$ cat config.mk
export PLATFORM = sky130hd
export DESIGN_NAME = bytewise_lsu
export DESIGN_NICKNAME = d
export VERILOG_FILES = /design/src/rtl/lsq_pkg.sv /design/src/rtl/lsq_ea.sv /design/src/rtl/lsq_byte_timer.sv /design/src/rtl/bytewise_lsu.sv
export SDC_FILE = /design/constraint.sdc
export NUM_CORES = 1
export LEC_CHECK = 0
export BUFFER_PORTS_ARGS = -buffer_cell sky130_fd_sc_hd__buf_2
export CAP_MARGIN = 10
export CORE_AREA = 5 5 204 206
export CTS_BUF_LIST = sky130_fd_sc_hd__clkbuf_2 sky130_fd_sc_hd__clkbuf_4 sky130_fd_sc_hd__clkbuf_8
export DETAILED_ROUTE_END_ITERATION = 8
export DIE_AREA = 0 0 209 211
export GPL_ROUTABILITY_DRIVEN = 0
export PLACE_DENSITY_LB_ADDON = 0.3
export SYNTH_ARGS = -nofsm -noshare
export SYNTH_HDL_FRONTEND = slang
export SYNTH_SLANG_ARGS = --single-unit
$ cat constraint.sdc
create_clock -name clk -period 4.7 [get_ports clk]
set_input_delay 0.235 -clock clk [delete_from_list [all_inputs] [get_ports clk]]
set_output_delay 0.235 -clock clk [all_outputs]
set_load 0.005 [all_outputs]
$ cat src/rtl/lsq_pkg.sv
package lsq_pkg;

    localparam int ADDR_W = 24;

    typedef enum logic [3:0] {
        OP_LDB = 4'd0,
        OP_LDH = 4'd1,
        OP_LDW = 4'd2,
        OP_LDM = 4'd3,
        OP_STB = 4'd4,
        OP_STH = 4'd5,
        OP_STW = 4'd6,
        OP_STM = 4'd7,
        OP_TAS = 4'd8
    } op_e;

    typedef struct packed {
        logic       valid;
        logic       load;
        logic       multi;
        logic       tas;
        logic [2:0] nbytes;
    } opinfo_t;

    function automatic opinfo_t op_decode(input logic [3:0] code);
        opinfo_t r;
        r        = '0;
        r.valid  = (code <= 4'd8);
        r.load   = (code <= 4'd3) || (code == 4'd8);
        r.multi  = (code == 4'd3) || (code == 4'd7);
        r.tas    = (code == 4'd8);
        case (code[1:0])
            2'd0:    r.nbytes = 3'd1;
            2'd1:    r.nbytes = 3'd2;
            default: r.nbytes = 3'd4;
        endcase
        if (r.tas) r.nbytes = 3'd2;
        return r;
    endfunction

    // byte k (0 = first sent) of an n-byte big-endian value held in w
    function automatic logic [7:0] pick_byte(input logic [31:0] w,
                                             input logic [2:0]  n,
                                             input logic [1:0]  k);
        logic [2:0] t;
        t = n - 3'd1 - {1'b0, k};
        return w[{t[1:0], 3'b000} +: 8];
    endfunction

endpackage

$ cat src/rtl/lsq_ea.sv
module lsq_ea
    import lsq_pkg::*;
(
    input  logic [3:0]        op,
    input  logic              short_form,
    input  logic              base_zero,
    input  logic [31:0]       base_val,
    input  logic [15:0]       disp,
    output logic [ADDR_W-1:0] ea
);
    opinfo_t           inf;
    logic [ADDR_W-1:0] base_part;
    logic [ADDR_W-1:0] off;
    logic [1:0]        scale;

    always_comb begin
        inf       = op_decode(op);
        base_part = base_zero ? '0 : base_val[ADDR_W-1:0];
        scale     = (inf.nbytes == 3'd4) ? 2'd2 :
                    (inf.nbytes == 3'd2) ? 2'd1 : 2'd0;
        if (short_form && !inf.multi && !inf.tas)
            off = {{(ADDR_W-4){1'b0}}, disp[3:0]} << scale;
        else
            off = {{(ADDR_W-16){disp[15]}}, disp};
        ea = base_part + off;
    end
endmodule

$ cat src/rtl/lsq_byte_timer.sv
module lsq_byte_timer #(
    parameter int CYC_CLKS = 10
) (
    input  logic clk,
    input  logic rst,
    input  logic active,
    output logic cs_n,
    output logic sample_stb,
    output logic end_stb
);
    localparam int LOW_RAW  = (CYC_CLKS * 9) / 10;
    localparam int LOW_CLKS = (LOW_RAW < 1) ? 1 :
                              ((LOW_RAW >= CYC_CLKS) ? CYC_CLKS - 1 : LOW_RAW);
    localparam int CW       = $clog2(CYC_CLKS);

    logic [CW-1:0] cnt;

    assign cs_n       = !(active && (cnt < CW'(LOW_CLKS)));
    assign sample_stb = active && (cnt == CW'(LOW_CLKS - 1));
    assign end_stb    = active && (cnt == CW'(CYC_CLKS - 1));

    always_ff @(posedge clk) begin
        if (rst || !active || end_stb) cnt <= '0;
        else                           cnt <= cnt + 1'b1;
    end

    logic [CW:0] low_run;
    always_ff @(posedge clk) begin
        if (rst || cs_n) low_run <= '0;
        else             low_run <= low_run + 1'b1;
    end


    low_len_chk: assert property (@(posedge clk) disable iff (rst)
        !cs_n |-> (int'(low_run) < LOW_CLKS));
endmodule

$ cat src/rtl/bytewise_lsu.sv
module bytewise_lsu
    import lsq_pkg::*;
#(
    parameter int CYC_CLKS = 10
) (
    input  logic              clk,
    input  logic              rst,
    input  logic              req_valid,
    input  logic [3:0]        req_op,
    input  logic              req_short,
    input  logic              req_base_zero,
    input  logic [31:0]       req_base,
    input  logic [15:0]       req_disp,
    input  logic [31:0]       req_wdata,
    input  logic [3:0]        req_reg,
    output logic [3:0]        reg_sel,
    output logic              busy,
    output logic              done,
    output logic [31:0]       rdata,
    output logic [15:0]       reg_we,
    output logic              bus_cs_n,
    output logic              bus_rw,
    output logic [ADDR_W-1:0] bus_addr,
    output logic [7:0]        bus_dout,
    output logic              bus_doe,
    input  logic [7:0]        bus_din
);
    opinfo_t           inf;
    logic [ADDR_W-1:0] ea;
    logic              accept;

    logic              active, is_load, is_multi, is_tas, tas_wr;
    logic [2:0]        nbytes;
    logic [1:0]        bidx;
    logic [3:0]        cur_reg;
    logic [ADDR_W-1:0] addr_cur, addr_first;
    logic [31:0]       sdata, acc;
    logic              sample_stb, end_stb, wr_phase, last_byte;

    assign inf    = op_decode(req_op);
    assign accept = req_valid && !active && inf.valid;

    lsq_ea ea_i (
        .op(req_op), .short_form(req_short), .base_zero(req_base_zero),
        .base_val(req_base), .disp(req_disp), .ea(ea)
    );

    lsq_byte_timer #(.CYC_CLKS(CYC_CLKS)) tmr_i (
        .clk(clk), .rst(rst), .active(active), .cs_n(bus_cs_n),
        .sample_stb(sample_stb), .end_stb(end_stb)
    );

    assign wr_phase  = active && (!is_load || tas_wr);
    assign last_byte = (bidx == 2'(nbytes - 3'd1));
    assign busy      = active;
    assign reg_sel   = active ? cur_reg : req_reg;
    assign bus_addr  = active ? addr_cur : '0;
    assign bus_rw    = !wr_phase;
    assign bus_doe   = wr_phase;
    assign bus_dout  = !wr_phase ? 8'h00 :
                       tas_wr    ? 8'hFF :
                       pick_byte(is_multi ? req_wdata : sdata, nbytes, bidx);

    always_ff @(posedge clk) begin
        if (rst) begin
            active <= 1'b0; is_load <= 1'b0; is_multi <= 1'b0; is_tas <= 1'b0;
            tas_wr <= 1'b0; nbytes <= 3'd1; bidx <= '0; cur_reg <= '0;
            addr_cur <= '0; addr_first <= '0; sdata <= '0; acc <= '0;
            rdata <= '0; reg_we <= '0; done <= 1'b0;
        end else begin
            done   <= 1'b0;
            reg_we <= '0;
            if (accept) begin
                active     <= 1'b1;
                is_load    <= inf.load;
                is_multi   <= inf.multi;
                is_tas     <= inf.tas;
                tas_wr     <= 1'b0;
                nbytes     <= inf.nbytes;
                bidx       <= '0;
                cur_reg    <= req_reg;
                addr_cur   <= ea;
                addr_first <= ea;
                sdata      <= req_wdata;
                acc        <= '0;
            end else if (active) begin
                if (sample_stb && is_load && !tas_wr)
                    acc <= {acc[23:0], bus_din};
                if (end_stb) begin
                    if (last_byte) begin
                        if (is_load && !tas_wr) begin
                            rdata  <= acc;
                            reg_we <= 16'd1 << cur_reg;
                        end
                        if (is_tas && !tas_wr) begin
                            tas_wr   <= 1'b1;
                            nbytes   <= 3'd1;
                            bidx     <= '0;
                            addr_cur <= addr_first;
                        end else if (is_multi && cur_reg != 4'hF) begin
                            cur_reg  <= cur_reg + 1'b1;
                            bidx     <= '0;
                            acc      <= '0;
                            addr_cur <= addr_cur + 1'b1;
                        end else begin
                            active <= 1'b0;
                            done   <= 1'b1;
                        end
                    end else begin
                        bidx     <= bidx + 1'b1;
                        addr_cur <= addr_cur + 1'b1;
                    end
                end
            end
        end
    end


    done_pulse_chk: assert property (@(posedge clk) disable iff (rst)
        done |=> !done);

    done_idle_chk: assert property (@(posedge clk) disable iff (rst)
        done |-> !busy);

    we_onehot_chk: assert property (@(posedge clk) disable iff (rst)
        $onehot0(reg_we));

    addr_hold_chk: assert property (@(posedge clk) disable iff (rst)
        (!bus_cs_n && !$past(bus_cs_n)) |-> $stable(bus_addr));

    idle_bus_chk: assert property (@(posedge clk) disable iff (rst)
        !busy |-> (bus_cs_n && bus_addr == '0 && !bus_doe));
endmodule

## Word level (Yosys, flattened, before mapping)

Cells that the tools add are included.

| operators by class | value |
|---|---|
| $add $sub $neg | 7 |
| order comparisons | 3 |
| equality and inequality tests | 13 |
| shift operators | 3 |
| mux-type cells | 43 |
| bitwise gates (word level) | 5 |
| reductions and logical operators | 40 |

Operators with widths:

| operator | number |
|---|---|
| $mux W24 | 9 |
| $mux W32 | 6 |
| $shiftx A32 B6 Y8 | 1 |
| $mux W4 | 7 |
| $add A24 B1 Y24 const B | 1 |
| $add A24 B24 Y24 | 1 |
| $shl A4 B2 Y24 | 1 |
| $mux W2 | 9 |
| $mux W8 | 2 |
| $shl A1 B4 Y16 const A | 1 |
| $logic_and A1 B1 Y1 | 13 |
| $eq A4 B4 Y1 const B | 3 |
| $reduce_or A6 Y1 | 2 |
| $reduce_and A5 Y1 | 2 |
| $reduce_bool A2 Y1 | 5 |
| $add A4 B1 Y4 const B | 2 |
| $mux W1 | 8 |
| $reduce_and A4 Y1 | 2 |
| $logic_not A1 Y1 | 7 |
| $pmux W3 S2 | 1 |
| $reduce_and A3 Y1 | 2 |
| $logic_or A1 B1 Y1 | 5 |
| $not A1 Y1 | 5 |
| $eq A4 B2 Y1 const B | 1 |
| 18 further kinds | 18 |

| storage, ports and cells | value |
|---|---|
| register bits | 178 |
| input bits | 101 |
| output and inout bits | 89 |
| word-level logic and storage cells | 130 |

## Depth between registers and ports, before layout

| depth | value |
|---|---|
| depth in word-level cells | 10 |
| gate-level depth with buffers | 13 |
| mapped depth without buffers | 13 |

## By module

From an unflattened synthesis, not the netlist that was laid out.

| unflattened totals | value |
|---|---|
| cells, all modules | 1222 |
| area, all modules | 9611.7 µm² |

By module, submodules not included:

| module | instances | cells an instance | area an instance (µm²) | sequential area each (µm²) |
|---|---|---|---|---|
| bytewise_lsu | 1 | 961 | 7731.2 | 3483.3 |
| lsq_ea | 1 | 236 | 1670.4 | 0.0 |
| lsq_byte_timer | 1 | 25 | 210.2 | 80.1 |

## Worst setup path after synthesis

OpenSTA, ideal clock, no wires.

| timing path | value |
|---|---|
| path kind | input-to-reg |
| start point | input port req_op[1] |
| end point | register addr_first[23] |
| arrival | 3.144 ns |
| path slack | 1.492 ns |
| stages on the path | 11 |
| buffers on the path | 1 |
| cell sequence | or4b_4 -> nand3_1 -> buf_1 -> and2_1 -> ha_1 -> a21oi_1 -> o21ai_1 -> a2111oi_2 -> a211oi_2 -> or4_1 -> nand3_1 |

| on the way | value |
|---|---|
| cells in the longest elaborated chain, start to end | 9 |

Ends and longest elaborated chain:

| what | line | source |
|---|---|---|
| start, declared | bytewise_lsu.sv:9 | `input logic [3:0] req_op,` |
| $eq A2 B1 Y1 / $logic_not A2 Y1 (equally long branches) | lsq_pkg.sv:32 | `case (code[1:0])` |
| $pmux W3 S2 | lsq_pkg.sv:32 |  |
| $mux W3 | lsq_pkg.sv:37 | `if (r.tas) r.nbytes = 3'd2;` |
| $eq A3 B2 Y1 | lsq_ea.sv:20 | `(inf.nbytes == 3'd2) ? 2'd1 : 2'd0;` |
| $mux W1 | lsq_ea.sv:20 |  |
| $mux W2 | lsq_ea.sv:19 | `scale = (inf.nbytes == 3'd4) ? 2'd2 :` |
| $shl A4 B2 Y24 | lsq_ea.sv:22 | `off = {{(ADDR_W-4){1'b0}}, disp[3:0]} << scale;` |
| $mux W24 | lsq_ea.sv:21 | `if (short_form && !inf.multi && !inf.tas)` |
| $add A24 B24 Y24 | lsq_ea.sv:25 | `ea = base_part + off;` |
| end signal, assigned | bytewise_lsu.sv:68 | `addr_cur <= '0; addr_first <= '0; sdata <= '0; acc <= '0;` |
| end signal, assigned | bytewise_lsu.sv:83 | `addr_first <= ea;` |
| end, declared | bytewise_lsu.sv:36 | `logic [ADDR_W-1:0] addr_cur, addr_first;` |

Several ways; a longest one is shown, not always the timed one.
A chain may end at the register's enable or synchronous reset.

## Final worst setup path

| timing path | value |
|---|---|
| start point | input port req_op[1] |
| end point | register addr_first[20] |

The elaborated chain is that of the path after synthesis.

==> flow_metrics.py <==
metrics = {
    "pwr": {
        "p_leak_nw": 4.65,
        "p_switching_mw": 1.02,
        "switching_share": 0.314,
        "seqPwrFrac": 0.496,
        "vdd_drop_max_v": 0.000183,
        "combPwrFrac": 0.165,
        "clockPowerShare": 0.339,
        "p_per_area_nw_per_um2": 274,
        "p_int_mw": 2.23,
    },
    "yosys": {
        "synth_seq_cells": 178,
        "netlist-cell-type-count": 74,
        "syn_nets": 1381,
        "yosysTopAreaCellShare": 0.367,
        "synth_edf_count": 0,
        "async_reset_ff_frac": 0,
        "synth.top_cells.by_count": "nand2_1 (288), dfxtp_1 (178), a21oi_1 (163)",
        "ys.warnings.count": 0,
        "netlist_top_cells_area": "dfxtp_1 (37%), nand2_1 (11%), a21oi_1 (8.4%), ha_1 (4.4%), mux4_2 (3.7%)",
        "yosysMostFrequentCell": "nand2_1",
        "synth-main-ff-cell": "dfxtp_1",
        "synthCells": 1245,
        "synth_top_cell_by_area": "dfxtp_1",
        "syn_area_um2": 9720,
        "synth_seq_area_share": 0.367,
        "syn_area_per_cell_um2": 7.80,
    },
    "drt": {
        "ant_nets": 0,
        "drcViolationCount": 0,
        "avgViaCountPerCell": 4.78,
        "drt_iter0_markers": 571,
        "firstDrtPassIters": 5,
        "vias": 9337,
        "routed_wl_um": 31200,
        "wl_per_cell_um": 15.9,
    },
    "grt": {
        "grt_overflow": 0,
        "grt_pass1_vias": 9074,
        "grt_max_degree": 85,
        "track_usage": 0.139,
        "grt_pass1_wl_um": 50200,
        "antenna_found_initial": 0,
    },
    "placed_design": {
        "dp_cells": 1882,
        "dpl_worst_slack_ps": 895,
        "dp_hpwl_um": 22300,
        "dpl_cell_area_um2": 11100,
        "portBuffers": 181,
    },
    "die": {
        "boundaryPins": 190,
        "num_rows": 73,
        "die_y_um": 211,
        "chipWidth_um": 209,
        "dieArea_um2": 44100,
        "core_um2": 39500,
        "start_util": 0.246,
    },
    "clocking": {
        "cts.sinks": 178,
        "h-tree-depth": 4,
        "cts_tree": "yes",
        "cts_buffers": 17,
        "insertion_delay_ps": 480,
        "cts_resized": 0,
        "clockBufferDepth": 2,
        "cts.clk_slew.worst_paths_ps": 120,
        "cts_root_buf": "clkbuf_8",
    },
    "final_layout": {
        "fin_area_um2": 11900,
        "final_core_util": 0.301,
        "fin_cells": 1955,
        "reg_top3": "acc (32), rdata (32), sdata (32)",
        "n_antenna_cell": 0,
        "area_growth_pct": 22.2,
        "fin_nets": 1553,
        "drive_gt1_frac": 0.185,
    },
    "critical_path": {
        "critical_path_class": "primary input to register",
        "worstSetupStartpointType": "primary input",
        "critical_path_arrival_ps": 3650,
        "path_max_fanout": 19,
        "cp.required_ps": 5060,
        "end_kind": "register",
    },
    "timing": {
        "fin_crit_ps": 3290,
        "setup_slack_ps": 1410,
        "slew_headroom": 0.316,
        "drv_slew": 0,
        "max_clock_freq_mhz": 304,
        "setup_violations": 0,
        "rsz0062_at_grt": "no",
        "finalClockSkew_ps": 22.5,
        "worstMarginPinSlew_ps": 1030,
        "hold_viol": 0,
        "post-route-period-util": 0.700,
        "setup_tns_ps": 0,
    },
    "status": {
        "status": "completed",
    },
    "job": {
        "maxCapViolations": 0,
    },
    "worst_hold_path": {
        "worstHoldPathType": "primary input to register",
    },
}
## power groups by stage
stage          combinational, mW  clock [mW]  sequential [mW]
2_1_floorplan              0.355           0             1.62
3_3_place_gp               0.508           0             1.64
3_5_place_dp               0.514           0             1.65
4_1_cts                    0.542        1.15             1.61
5_1_grt                    0.604        1.21             1.62
6_report                   0.536        1.10             1.61
## layout make-up
type                       count  area, um^2
tap                          525         657
clock inverter                15         164
clock buffer                  17         234
timing repair buffer         237        1430
sequential                   178        3560
fill                        4287       27600
inverter                      21        78.8
multi-input combinational    962        5740
## worst max-delay path, cell delays in order
cell and delay [ps]:
buf_2 180, or4b_4 590, nand3_1 100, buf_4 200
nor2_1 80, nor2b_1 150, ha_1 180, inv_1 50
fa_1 400, nor2b_1 200, o31a_1 240, o21ai_0 110
o311ai_1 500, mux2i_1 330, a21oi_1 100
## logic make-up (layout without fill, tap and decap cells)
kind of cell,count (synthesis),after routing,synth area share
AOI/OAI and AO/OA,343,343,0.220
DFF,178,178,0.367
muxes,27,27,0.0489
and+or+nand+nor,536,536,0.254
adders and majority gates,35,35,0.0458
xor gates and xnor gates,21,21,0.0205
buffers and inverters,105,290,0.0437
## layer usage
| layer | up-vias | track usage | routed length [um] |
|---|---|---|---|
| met2 | 230 | 0.227 | 14600 |
| met4 | 0 | 0.0387 | 553 |
| met5 | - | 0 | 0 |
| met3 | 30 | 0.0278 | 1610 |
| li1 | 4713 | - | - |
| met1 | 4364 | 0.188 | 14400 |
## cell usage in the layout (no fill, tap or decap), types with 5 or more instances in the layout
master,instances
nand4_1,13
nor3b_1,5
o22ai_1,6
and2_1,38
nor2b_1,34
a211oi_1,18
inv_1,21
dfxtp_1,177
nor2_1,73
xnor2_1,13
a21o_1,12
o31ai_1,7
nor3_1,17
nand2_1,288
ha_1,34
xor2_1,7
a21oi_1,163
and3_1,9
or3_1,6
nand2b_1,8
and4_1,8
o31a_1,5
mux4_2,16
o21ai_0,45
o21a_1,8
a31oi_1,13
inv_6,5
nand3_1,23
o211ai_1,16
dlygate4sd3_1,41
buf_2,180
mux2i_1,7
clkbuf_8,17
buf_4,16
## path summary, 6_finish.rpt
kind | slack, ps | to | startpoint | depth (start not counted)
max reg2reg | 1770 | addr_cur[20] | cur_reg[3] | 6
max | 1410 | addr_first[20] | req_op[1] | 15
min reg2reg | 440 | rdata[27] | acc[27] | 2
min | 70 | cur_reg[0] | req_reg[0] | 3
## repair_timing
item | 4_1_cts | 5_1_grt
hold buffers | 41 | 0
hold endpoints to repair | 41 | 0
setup buffers | 0 | 0
## through the flow
step	hold slack, ps	power [mW]
floorplan	371	1.98
global placement	438	2.15
global route	95.3	3.43
detailed placement	436	2.16
CTS	37.5	3.31
finish	74.1	3.25
No activity file was read; power rests on OpenSTA's default activity.
